### src/rtl/fcmp_pkg.sv
package fcmp_pkg;
  localparam int CODE_W = 4;

  // Per-operand classification
  typedef struct packed {
    logic sign;
    logic is_nan;
    logic is_snan;
    logic is_zero;
  } fp_class_t;

  // Relations between the two operands (greater is implied when none is set)
  typedef struct packed {
    logic lt;
    logic eq;
    logic unord;
  } fp_rel_t;
endpackage

### src/rtl/fcmp_classify.sv
module fcmp_classify
  import fcmp_pkg::*;
#(
  parameter int EXP_W  = 8,
  parameter int FRAC_W = 23,
  localparam int W     = 1 + EXP_W + FRAC_W
) (
  input  logic [W-1:0] op,
  output fp_class_t    cls,
  output logic [W-2:0] mag
);
  logic [EXP_W-1:0]  exp_f;
  logic [FRAC_W-1:0] frac_f;
  logic              exp_ones;
  logic              frac_nz;

  always_comb begin
    exp_f       = op[W-2:FRAC_W];
    frac_f      = op[FRAC_W-1:0];
    exp_ones    = &exp_f;
    frac_nz     = |frac_f;
    cls.sign    = op[W-1];
    cls.is_nan  = exp_ones & frac_nz;
    // Quiet bit is the top fraction bit; clear means signalling
    cls.is_snan = exp_ones & frac_nz & ~frac_f[FRAC_W-1];
    cls.is_zero = ~|op[W-2:0];
    mag         = op[W-2:0];
  end
endmodule

### src/rtl/fcmp_order.sv
module fcmp_order
  import fcmp_pkg::*;
#(
  parameter int MAG_W = 31
) (
  input  fp_class_t        cls_a,
  input  fp_class_t        cls_b,
  input  logic [MAG_W-1:0] mag_a,
  input  logic [MAG_W-1:0] mag_b,
  output fp_rel_t          rel
);
  logic unord;
  logic both_zero;
  logic mag_lt;
  logic mag_gt;
  logic mag_eq;
  logic lt_raw;

  always_comb begin
    unord     = cls_a.is_nan | cls_b.is_nan;
    both_zero = cls_a.is_zero & cls_b.is_zero;
    // Sign-magnitude bit patterns order like unsigned integers per sign
    mag_lt    = mag_a < mag_b;
    mag_gt    = mag_a > mag_b;
    mag_eq    = mag_a == mag_b;
    unique case ({cls_a.sign, cls_b.sign})
      2'b00:   lt_raw = mag_lt;
      2'b11:   lt_raw = mag_gt;
      2'b10:   lt_raw = 1'b1;
      default: lt_raw = 1'b0;
    endcase
    rel.unord = unord;
    rel.eq    = ~unord & (both_zero | ((cls_a.sign == cls_b.sign) & mag_eq));
    rel.lt    = ~unord & ~both_zero & lt_raw;
  end
endmodule

### src/rtl/fcmp_predicate.sv
module fcmp_predicate
  import fcmp_pkg::*;
(
  input  logic [CODE_W-1:0] code,
  input  fp_rel_t           rel,
  input  fp_class_t         cls_a,
  input  fp_class_t         cls_b,
  output logic              res,
  output logic              invalid
);
  localparam int NREL = 3;
  logic [NREL-1:0] rel_vec;
  logic [NREL-1:0] hit;

  assign rel_vec = {rel.lt, rel.eq, rel.unord};

  // Each low code bit enables one relation
  for (genvar i = 0; i < NREL; i++) begin : g_sel
    assign hit[i] = code[i] & rel_vec[i];
  end

  always_comb begin
    res = |hit;
    if (code[CODE_W-1])
      invalid = cls_a.is_nan | cls_b.is_nan;
    else
      invalid = cls_a.is_snan | cls_b.is_snan;
  end
endmodule

### src/rtl/fcmp_cc.sv
module fcmp_cc
  import fcmp_pkg::*;
#(
  parameter int EXP_W       = 8,
  parameter int FRAC_W      = 23,
  parameter int CBR_W       = 32,
  parameter int CBR_RES_POS = 0,
  localparam int W          = 1 + EXP_W + FRAC_W
) (
  input  logic              clk,
  input  logic              rst_n,
  input  logic              in_valid,
  output logic              in_ready,
  input  logic [W-1:0]      in_op_a,
  input  logic [W-1:0]      in_op_b,
  input  logic [CODE_W-1:0] in_code,
  output logic              out_valid,
  input  logic              out_ready,
  output logic              out_res,
  output logic [CBR_W-1:0]  out_cbr,
  output logic              out_invalid
);
  localparam int NOPS  = 2;
  localparam int MAG_W = W - 1;

  logic [W-1:0]     ops  [NOPS];
  fp_class_t        cls  [NOPS];
  logic [MAG_W-1:0] mags [NOPS];
  fp_rel_t          rel;
  logic             res_d;
  logic             inv_d;
  logic             accept;

  assign ops[0] = in_op_a;
  assign ops[1] = in_op_b;

  for (genvar k = 0; k < NOPS; k++) begin : g_cls
    fcmp_classify #(.EXP_W(EXP_W), .FRAC_W(FRAC_W)) cls_i (
      .op (ops[k]),
      .cls(cls[k]),
      .mag(mags[k])
    );
  end

  fcmp_order #(.MAG_W(MAG_W)) ord_i (
    .cls_a(cls[0]),
    .cls_b(cls[1]),
    .mag_a(mags[0]),
    .mag_b(mags[1]),
    .rel  (rel)
  );

  fcmp_predicate pred_i (
    .code   (in_code),
    .rel    (rel),
    .cls_a  (cls[0]),
    .cls_b  (cls[1]),
    .res    (res_d),
    .invalid(inv_d)
  );

  assign in_ready = ~out_valid | out_ready;
  assign accept   = in_valid & in_ready;

  always_ff @(posedge clk) begin
    if (!rst_n) begin
      out_valid   <= 1'b0;
      out_res     <= 1'b0;
      out_invalid <= 1'b0;
      out_cbr     <= '0;
    end else if (accept) begin
      out_valid   <= 1'b1;
      out_res     <= res_d;
      out_invalid <= inv_d;
      out_cbr     <= CBR_W'(res_d) << CBR_RES_POS;
    end else if (out_ready) begin
      out_valid   <= 1'b0;
    end
  end
endmodule

### config.mk
export PLATFORM = sky130hd
export DESIGN_NAME = fcmp_cc
export DESIGN_NICKNAME = d
export VERILOG_FILES = /design/src/rtl/fcmp_pkg.sv /design/src/rtl/fcmp_classify.sv /design/src/rtl/fcmp_order.sv /design/src/rtl/fcmp_predicate.sv /design/src/rtl/fcmp_cc.sv
export SDC_FILE = /design/constraint.sdc
export NUM_CORES = 1
export LEC_CHECK = 0
export ABC_CLOCK_PERIOD_IN_PS = 2500
export BUFFER_PORTS_ARGS = -buffer_cell sky130_fd_sc_hd__buf_2
export CORE_MARGIN = 5
export CORE_UTILIZATION = 40
export CTS_BUF_LIST = sky130_fd_sc_hd__clkbuf_4 sky130_fd_sc_hd__clkbuf_8
export CTS_CLUSTER_SIZE = 25
export DETAILED_ROUTE_END_ITERATION = 8
export PLACE_DENSITY = 0.8
export REMOVE_ABC_BUFFERS = 1
export SYNTH_ARGS = -nofsm -noshare
export SYNTH_HDL_FRONTEND = slang
export SYNTH_SLANG_ARGS = --single-unit
export TNS_END_PERCENT = 5
### constraint.sdc
create_clock -name clk -period 2.5 [get_ports clk]
set_input_delay 0.5 -clock clk [delete_from_list [all_inputs] [get_ports clk]]
set_output_delay 0.5 -clock clk [all_outputs]
set_load 0.005 [all_outputs]
# After elaboration in Yosys (flattened, before gate mapping)
# Index checks and enable logic that the tools add are counted.
[classes] addsub=0 multipliers=0 div_mod_pow=0 n_lt_le_gt_ge=2 eq_ne=4 n_shift=0 mux=4 bitwise_logic=22 reduce_logical=11
[ops] cell="OR reduction 31 bit" n=2
[ops] cell="OR reduction 23 bit" n=2
[ops] cell="== test 31 bit" n=1
[ops] cell="> comparator 31 bit" n=1
[ops] cell="less-than comparator 31 bit" n=1
[ops] cell="AND reduction 8 bit" n=2
[ops] cell="bitwise AND 1 bit" n=13
[ops] cell="inverter 1 bit" n=5
[ops] cell="== test 2 bit (second input constant)" n=2
[ops] cell="bitwise OR 1 bit" n=4
[ops] cell="2-to-1 mux 1 bit" n=3
[ops] cell="one-hot mux 1 bit (3 select lines)" n=1
[ops] cell="OR reduction 3 bit" n=1
[ops] cell="logical NOT 1 bit" n=2
[ops] cell="logical NOT 2 bit" n=1
[ops] cell="nonzero test 2 bit" n=1
[ops] cell="== test 1 bit" n=1
[word_totals] register_bits=3 latch_bits=0 mem_bits_rw=0 rom_bits=0 output_inout_bits=36 wordCells=46 memories=0

# Logic depth before layout (Yosys ltp)
# Gate-level depths: netlist (run 1).
[logic_depth] ltp_word=8 mapped_depth=9 mapped_depth_nobuf=9

# Cells and area by module
# From an unflattened synthesis (run 1), not the netlist that was laid out.
[hier_totals] cells_unflattened=272 hier_area_um2=1998.2
[by_module_without_submodules] mod="fcmp_order" instances=1 cells_per_inst=127 area_each_um2=899.6 seq_area_each_um2=0.0
[by_module_without_submodules] mod="fcmp_classify" instances=2 cells_per_inst=47 area_each_um2=347.8 seq_area_each_um2=0.0
[by_module_without_submodules] mod="fcmp_cc" instances=1 cells_per_inst=46 area_each_um2=375.4 seq_area_each_um2=60.1
[by_module_without_submodules] mod="fcmp_predicate" instances=1 cells_per_inst=5 area_each_um2=27.5 seq_area_each_um2=0.0

# Worst setup path before layout (run 1)
# No wires, ideal clock.
[synth_timing] kind="input-to-reg" startpoint="input port in_op_b[4]" endpoint="register out_res" setup_time_ns=0.073 arrival_time_ns=2.142 t_required_ns=2.427 path_slack_ns=0.285 path_stages=9 path_buffers=0 cell_sequence="inv_1 ha_1 a211oi_1 nor2_1 o31a_1 o41ai_1 and4bb_1 mux2_2 o211ai_2"
[synth_via] elab_chain_len=8 elab_cells_between_ends=21
[synth_rtl] item="start, declared" line_no="fcmp_cc.sv:15" text="input logic [W-1:0] in_op_b,"
[synth_rtl] item="parallel branches: the longest is 7 deep, another holds > comparator 31 bit"
[synth_rtl] item="OR reduction 3 bit *" line_no="fcmp_predicate.sv:23" text="res = |hit;"
[synth_rtl] item="end signal, assigned" line_no="fcmp_cc.sv:73" text="out_res <= res_d;"
[synth_rtl] item="end, declared" line_no="fcmp_cc.sv:19" text="output logic out_res,"
# Mark *: on every way between the ends.
# A chain may end at the register's enable or synchronous reset.

# Final worst setup path (run 1)
[layout_timing] startpoint="input port in_op_a[4]" endpoint="register out_res"
[layout_via] elab_chain_len=8 elab_cells_between_ends=21
[layout_rtl] item="start, declared" line_no="fcmp_cc.sv:14" text="input logic [W-1:0] in_op_a,"
[layout_rtl] item="parallel branches: the longest is 7 deep, another holds > comparator 31 bit"
[layout_rtl] item="OR reduction 3 bit *" line_no="fcmp_predicate.sv:23"
# Marks and branches as above.

==> results of run 1 <==
metrics by stage:
step	cell area [sq um]	cells	worst slack (ns)	hold WS, ns
floorplan	1330	204	0.285	0.526
finish	1830	333	0.145	0.537
CTS	1830	333	0.162	0.540
global route	1830	333	0.0621	0.574
global placement	1780	329	0.0861	0.517
detailed placement	1780	329	-0.0435	0.536
flip-flops by register name (all words and copies together), names as in the netlist:
signal and cells:
out_valid 1, out_invalid 1, out_res 1
cell usage after synthesis (all sizes together):
cell type	instances
nand4	14
nand2	12
and4bb	1
nand3b	1
or4	1
mux2	1
o41ai	1
and2	1
o211ai	1
a211oi	1
a21boi	2
o31a	2
ha	35
dfxtp	3
o21a	2
nor2	7
nand3	7
a41oi	1
nor4	16
o21ai	6
a21oi	15
o22ai	1
nand2b	1
a21o	2
inv	36
nor3	3
conb	1
buf	32
per-layer routing:
layer / vias up / wire [microns]
li1: 839 / -
met1: 721 / 1630
met2: 86 / 2020
met3: 10 / 417
met4: 0 / 78
met5: - / 0
final timing paths:
check / startpoint / cells after the start / endpoint / slack [ns]
worst max-delay path: in_op_a[4] / 9 / out_res / 0.15
worst min-delay path: out_valid / 2 / out_valid / 0.54
worst max register to register: out_valid / 6 / out_res / 1.08
worst min register to register: out_valid / 2 / out_valid / 0.54
where the power goes:
group          switching, mW  total [mW]  internal [mW]
sequential           0.00119      0.0523         0.0511
clock                 0.0308       0.150          0.119
combinational          0.120       0.222          0.101
total                  0.152       0.424          0.272
critical path, cell delays in order:
cell and delay [ns]:
buf_2 0.11, ha_1 0.31, a211oi_1 0.24, nor2_1 0.08, o31a_1 0.25, o41ai_1 0.27
and4bb_1 0.25, mux2_2 0.34, o211ai_2 0.14
cells by family (layout without fill, tap and decap cells):
group | count (synthesis) | after routing
muxes | 1 | 1
AOI/OAI and AO/OA | 34 | 34
adders and majority gates | 35 | 35
DFF | 3 | 3
and+or+nand+nor | 64 | 64
buffers and inverters | 68 | 117
other | 1 | 31
final cells by class:
cell class	instances	area [sq um]
Sequential cell	3	60.1
Inverter	36	135
Timing Repair Buffer	77	388
Fill cell	373	1780
Clock buffer	4	48.8
Multi-Input combinational cell	165	1130
Tap cell	48	60.1
==> impl_metrics.csv, run 1 <==
group,metric,value,unit
status,outcome,"finished, final reports clean",
yosys,synth_top_family_by_area,"adder cells",
sta,drv_slew,0,
yosys,synthXorXnorAreaFrac,0,%
routing,drc,0,
sta,fmax,425,MHz
clocking,numCtsBuffers,3,
clocking,clk_path_buf_depth,2,
global_routing,grt_overflow,0,
flow_run,drv_cap,0,
yosys,synthTopCellsByArea,"ha_1, buf_4, inv_1, nor4_1, nand4_1",
global_routing,grt_start_max_net_pins,6,
global_routing,met2_usage,28.7,%
sta,fin_crit_sh,94.2,%
placed_design,gp_congestion,0.841,
routing,ant_nets,0,
clocking,root_buffer,"clkbuf_8",
floorplanning,ios,108,
placed_design,dp.final_hpwl,3.94,mm
global_routing,antenna_found_initial,0,
power_and_ir_drop,max-vdd-ir-drop,117,uV
yosys,synth_adder_area_share,30.0,%
yosys,yosys_warnings,0,
cells_and_area,drive_gt1_share,30.2,%
yosys,ys_seq_area_share,4.12,%
global_routing,grt_pass1_wl,6.67,mm
global_routing,met1_usage,18.0,%
floorplanning,die_w,70.4,microns
clocking,cts_tree,"built",
routing,drt-wirelength-per-cell,12.4,microns
yosys,netlist_area,0.00146,sq mm
clocking,cts_resized,0,
sta,fin_crit,2.35,ns
sta,finClkSkew,0.00149,ns
setup_path,arrival,2.49,ns
global_routing,grt_pass1_vias,1626,
sta,rsz0062_at_grt,"no",
setup_path,path_class,"in -> reg",
cells_and_area,layout_commonest_cell,"buf_2",
routing,drt_iter0_drc,61,
yosys,synth-compound-area-share,14.8,%
power_and_ir_drop,leakage,1.06,nW
routing,routed_wl,4.14,mm
setup_path,critical_path_peak_fanout,2,
cells_and_area,area_growth,25.3,%
yosys,synthMuxAreaShare,0.773,%
clocking,clkTransAtPathRegs,0.03,ns
min_path,hold_path_class,"reg -> reg",
setup_path,crit_path_end_kind,"flop",
yosys,synthCells,206,
global_routing,grt.met3_usage,4.17,%
cells_and_area,num-nets-final,393,
sta,hold_viol,0,
sta,fin_tns_setup,0,ns
global_routing,track_usage,16.0,%
yosys,synth_cell_types,29,
yosys,synth-seq-cells,3,
global_routing,busiest_layer,"met2",
clocking,cts_hold_buf,0,
placed_design,io_buffers,76,
sta,setup_viol,0,
power_and_ir_drop,p_total,0.424,mW
cells_and_area,num_antenna_cells,0,
cells_and_area,utilization,50.7,%
clocking,clk_latency,0.21,ns
clocking,postCtsSetupBuffers,0,
routing,via_per_inst,4.97,
floorplanning,die_height,70.4,microns
yosys,synth_top_area_share,30.0,%
yosys,synth-simple-area-share,24.3,%
yosys,synth_top_cell_by_area,"ha_1",
floorplanning,num_rows,22,
routing,via_count,1656,
floorplanning,core,0.00361,sq mm
floorplanning,dieArea,0.00495,sq mm
cells_and_area,final_cell_mix,"buf_2, inv_1, ha_1",
clocking,htreeDepth,1,
setup_path,critPathLaunchType,"input port",
setup_path,crit_required,2.64,ns
floorplanning,initial_utilization,40.4,%
yosys,avgSynthCellArea,7.08,sq um
clocking,clock_sinks,3,
power_and_ir_drop,pwr_density_cell,232,mW/mm^2
routing,drt_pass1_iterations,4,
No activity file was read; power rests on OpenSTA's default activity.
==> run 2, diff against run 1 <==
--- a/config.mk
+++ b/config.mk
@@ -7,12 +7,13 @@
 export LEC_CHECK = 0
 export ABC_CLOCK_PERIOD_IN_PS = 2500
 export BUFFER_PORTS_ARGS = -buffer_cell sky130_fd_sc_hd__buf_2
+export CORE_ASPECT_RATIO = 0.8
 export CORE_MARGIN = 5
-export CORE_UTILIZATION = 40
+export CORE_UTILIZATION = 42
 export CTS_BUF_LIST = sky130_fd_sc_hd__clkbuf_4 sky130_fd_sc_hd__clkbuf_8
 export CTS_CLUSTER_SIZE = 25
 export DETAILED_ROUTE_END_ITERATION = 8
-export PLACE_DENSITY = 0.8
+export PLACE_DENSITY = 0.83
 export REMOVE_ABC_BUFFERS = 1
 export SYNTH_ARGS = -nofsm -noshare
 export SYNTH_HDL_FRONTEND = slang
==> run 2 against run 1 <==
Compared with the run above:
- sequential share of layout area about the same
- flip-flop and latch count unchanged
- first-iteration DRC count decreased by 16%
- sequential power about the same
- global-route usage decreased by 0.46 points
- fmax increased by 5.7%
- register-to-register slack improved by 0.16 ns
- via count decreased by 5.1%
- setup slack improved by 0.13 ns
- die area decreased by 3.9%
- critical path depth increased by 1
- clock power increased by 4%
- critical path type unchanged
- largest cell class unchanged
==> impl_metrics.csv, run 2 (synthesis gave the netlist of run 1 again) <==
group,metric,value,unit
sta,setup_viol,0,
power_and_ir_drop,switching_share,36.4,%
setup_path,arrival,2.38,ns
setup_path,critical_path_peak_fanout,2,
power_and_ir_drop,p_switching,0.156,mW
setup_path,r2r-start,"out_valid",
cells_and_area,layout_commonest_cell,"buf_2",
sta,drv_slew,0,
cells_and_area,drive_gt1_share,29.9,%
clocking,postCtsSetupBuffers,0,
clocking,clk_latency,0.22,ns
min_path,min_path_cells,2,
power_and_ir_drop,clkPwrFrac,36.6,%
placed_design,gp_congestion,0.823,
routing,drt-wirelength-per-cell,12.1,microns
clocking,htreeDepth,1,
power_and_ir_drop,pwr_density_cell,236,mW/mm^2
sta,fin_tns_setup,0,ns
sta,fin_crit_sh,89.1,%
global_routing,antenna_found_initial,0,
power_and_ir_drop,power_frac_seq,12.2,%
floorplanning,dieArea,0.00476,sq mm
routing,ant_nets,0,
flow_run,drv_cap,0,
floorplanning,die_w,75.9,microns
sta,rsz0062_at_grt,"no",
setup_path,r2r_end,"out_res",
status,outcome,"finished, final reports clean",
floorplanning,num_rows,19,
setup_path,path_class,"in -> reg",
clocking,clk_path_buf_depth,2,
setup_path,slowest_stage,"mux2_2",
cells_and_area,num-nets-final,392,
cells_and_area,num_antenna_cells,0,
routing,via_count,1572,
power_and_ir_drop,pwr-share-comb,51.2,%
cells_and_area,area_growth,24.3,%
floorplanning,initial_utilization,42.9,%
power_and_ir_drop,intPower,0.272,mW
floorplanning,die_height,62.7,microns
min_path,hold_path_class,"reg -> reg",
setup_path,crit_required,2.65,ns
setup_path,cp_cell_sequence,"buf_2, inv_1, ha_1, a211oi_1, nor2_1, o31a_1, o41ai_1, and4bb_1, mux2_2, o211ai_2",
setup_path,critPathLaunchType,"input port",
routing,via_per_inst,4.82,
cells_and_area,final_cell_mix,"buf_2, inv_1, ha_1",
global_routing,grt_overflow,0,
clocking,clock_sinks,3,
power_and_ir_drop,max-vdd-ir-drop,429,uV
placed_design,dp.final_hpwl,3.66,mm
routing,routed_wl,3.96,mm
clocking,cts_tree,"built",
sta,finClkSkew,0.00844,ns
clocking,numCtsBuffers,3,
routing,drt_iter0_drc,51,
setup_path,reg2reg_depth,6,
min_path,holdCritStartpoint,"out_valid",
setup_path,crit_path_end_kind,"flop",
clocking,clkTransAtPathRegs,0.04,ns
power_and_ir_drop,leakage,1.05,nW
floorplanning,core,0.00340,sq mm
global_routing,grt_pass1_vias,1433,
global_routing,grt_pass1_wl,6.00,mm
routing,drt_pass1_iterations,4,
clocking,cts_hold_buf,0,
global_routing,track_usage,15.6,%
floorplanning,ios,108,
cells_and_area,largestRegisters,"out_invalid x1, out_res x1, out_valid x1",
sta,fmax,449,MHz
sta,timing.hold.ws,0.525,ns
clocking,root_buffer,"clkbuf_8",
setup_path,max_stage_delay,0.34,ns
sta,fin_crit,2.23,ns
min_path,min_to,"out_valid",
sta,hold_viol,0,
global_routing,grt_start_max_net_pins,6,
routing,drc,0,
setup_path,r2r_setup_slack,1.24,ns
placed_design,io_buffers,76,
clocking,cts_resized,0,
## run 2: worst max-delay path by stage
stage                     startpoint      end
after global routing      in_op_b[4]  out_res
after floorplan           in_op_b[4]  out_res
after detailed placement  in_op_b[4]  out_res
after CTS                 in_op_b[4]  out_res
after global placement    in_op_a[4]  out_res
final                     in_op_b[4]  out_res
## run 2: worst max-delay path, delay by kind of cell
| family | cells | cell delay, ns |
|---|---|---|
| compound gates | 4 | 0.81 |
| mux | 1 | 0.34 |
| fa+ha+maj | 1 | 0.28 |
| simple gates | 2 | 0.32 |
| buf+inv | 2 | 0.13 |
## run 2: layout make-up
| cell class | count | area [sq um] |
|---|---|---|
| repair buffers | 76 | 380 |
| inverters | 36 | 135 |
| clock buffers | 4 | 48.8 |
| flip-flops and latches | 3 | 60.1 |
| fillers | 364 | 1590 |
| multi-input cells | 165 | 1130 |
| well taps | 42 | 52.6 |
## run 2: metrics by stage
stage               std cells  setup WS (ns)  total power [mW]  cell area [sq um]  utilization, %
global route              326          0.170             0.473               1810            53.3
detailed placement        322         0.0372             0.270               1760            51.9
global placement          322          0.132             0.265               1760            51.9
CTS                       326          0.275             0.432               1810            53.3
floorplan                 204          0.285             0.166               1330               -
finish                    326          0.273             0.428               1810            53.3
## run 2: power by group through the flow
stage / sequential (mW) / clock [mW] / combinational [mW]
after floorplan: 0.0535 / 0 / 0.112
after global placement: 0.0530 / 0 / 0.212
after detailed placement: 0.0531 / 0 / 0.217
after CTS: 0.0524 / 0.161 / 0.218
after global routing: 0.0530 / 0.170 / 0.250
final: 0.0524 / 0.156 / 0.219
## run 2: layer usage
| layer | global-route usage [%] | part of all wire (%) | up-vias |
|---|---|---|---|
| met5 | 0 | 0 | - |
| met2 | 24.5 | 45 | 58 |
| met4 | 3.93 | 0.56 | 0 |
| met3 | 1.93 | 9.4 | 2 |
| met1 | 22.0 | 45 | 681 |
| li1 | - | - | 831 |
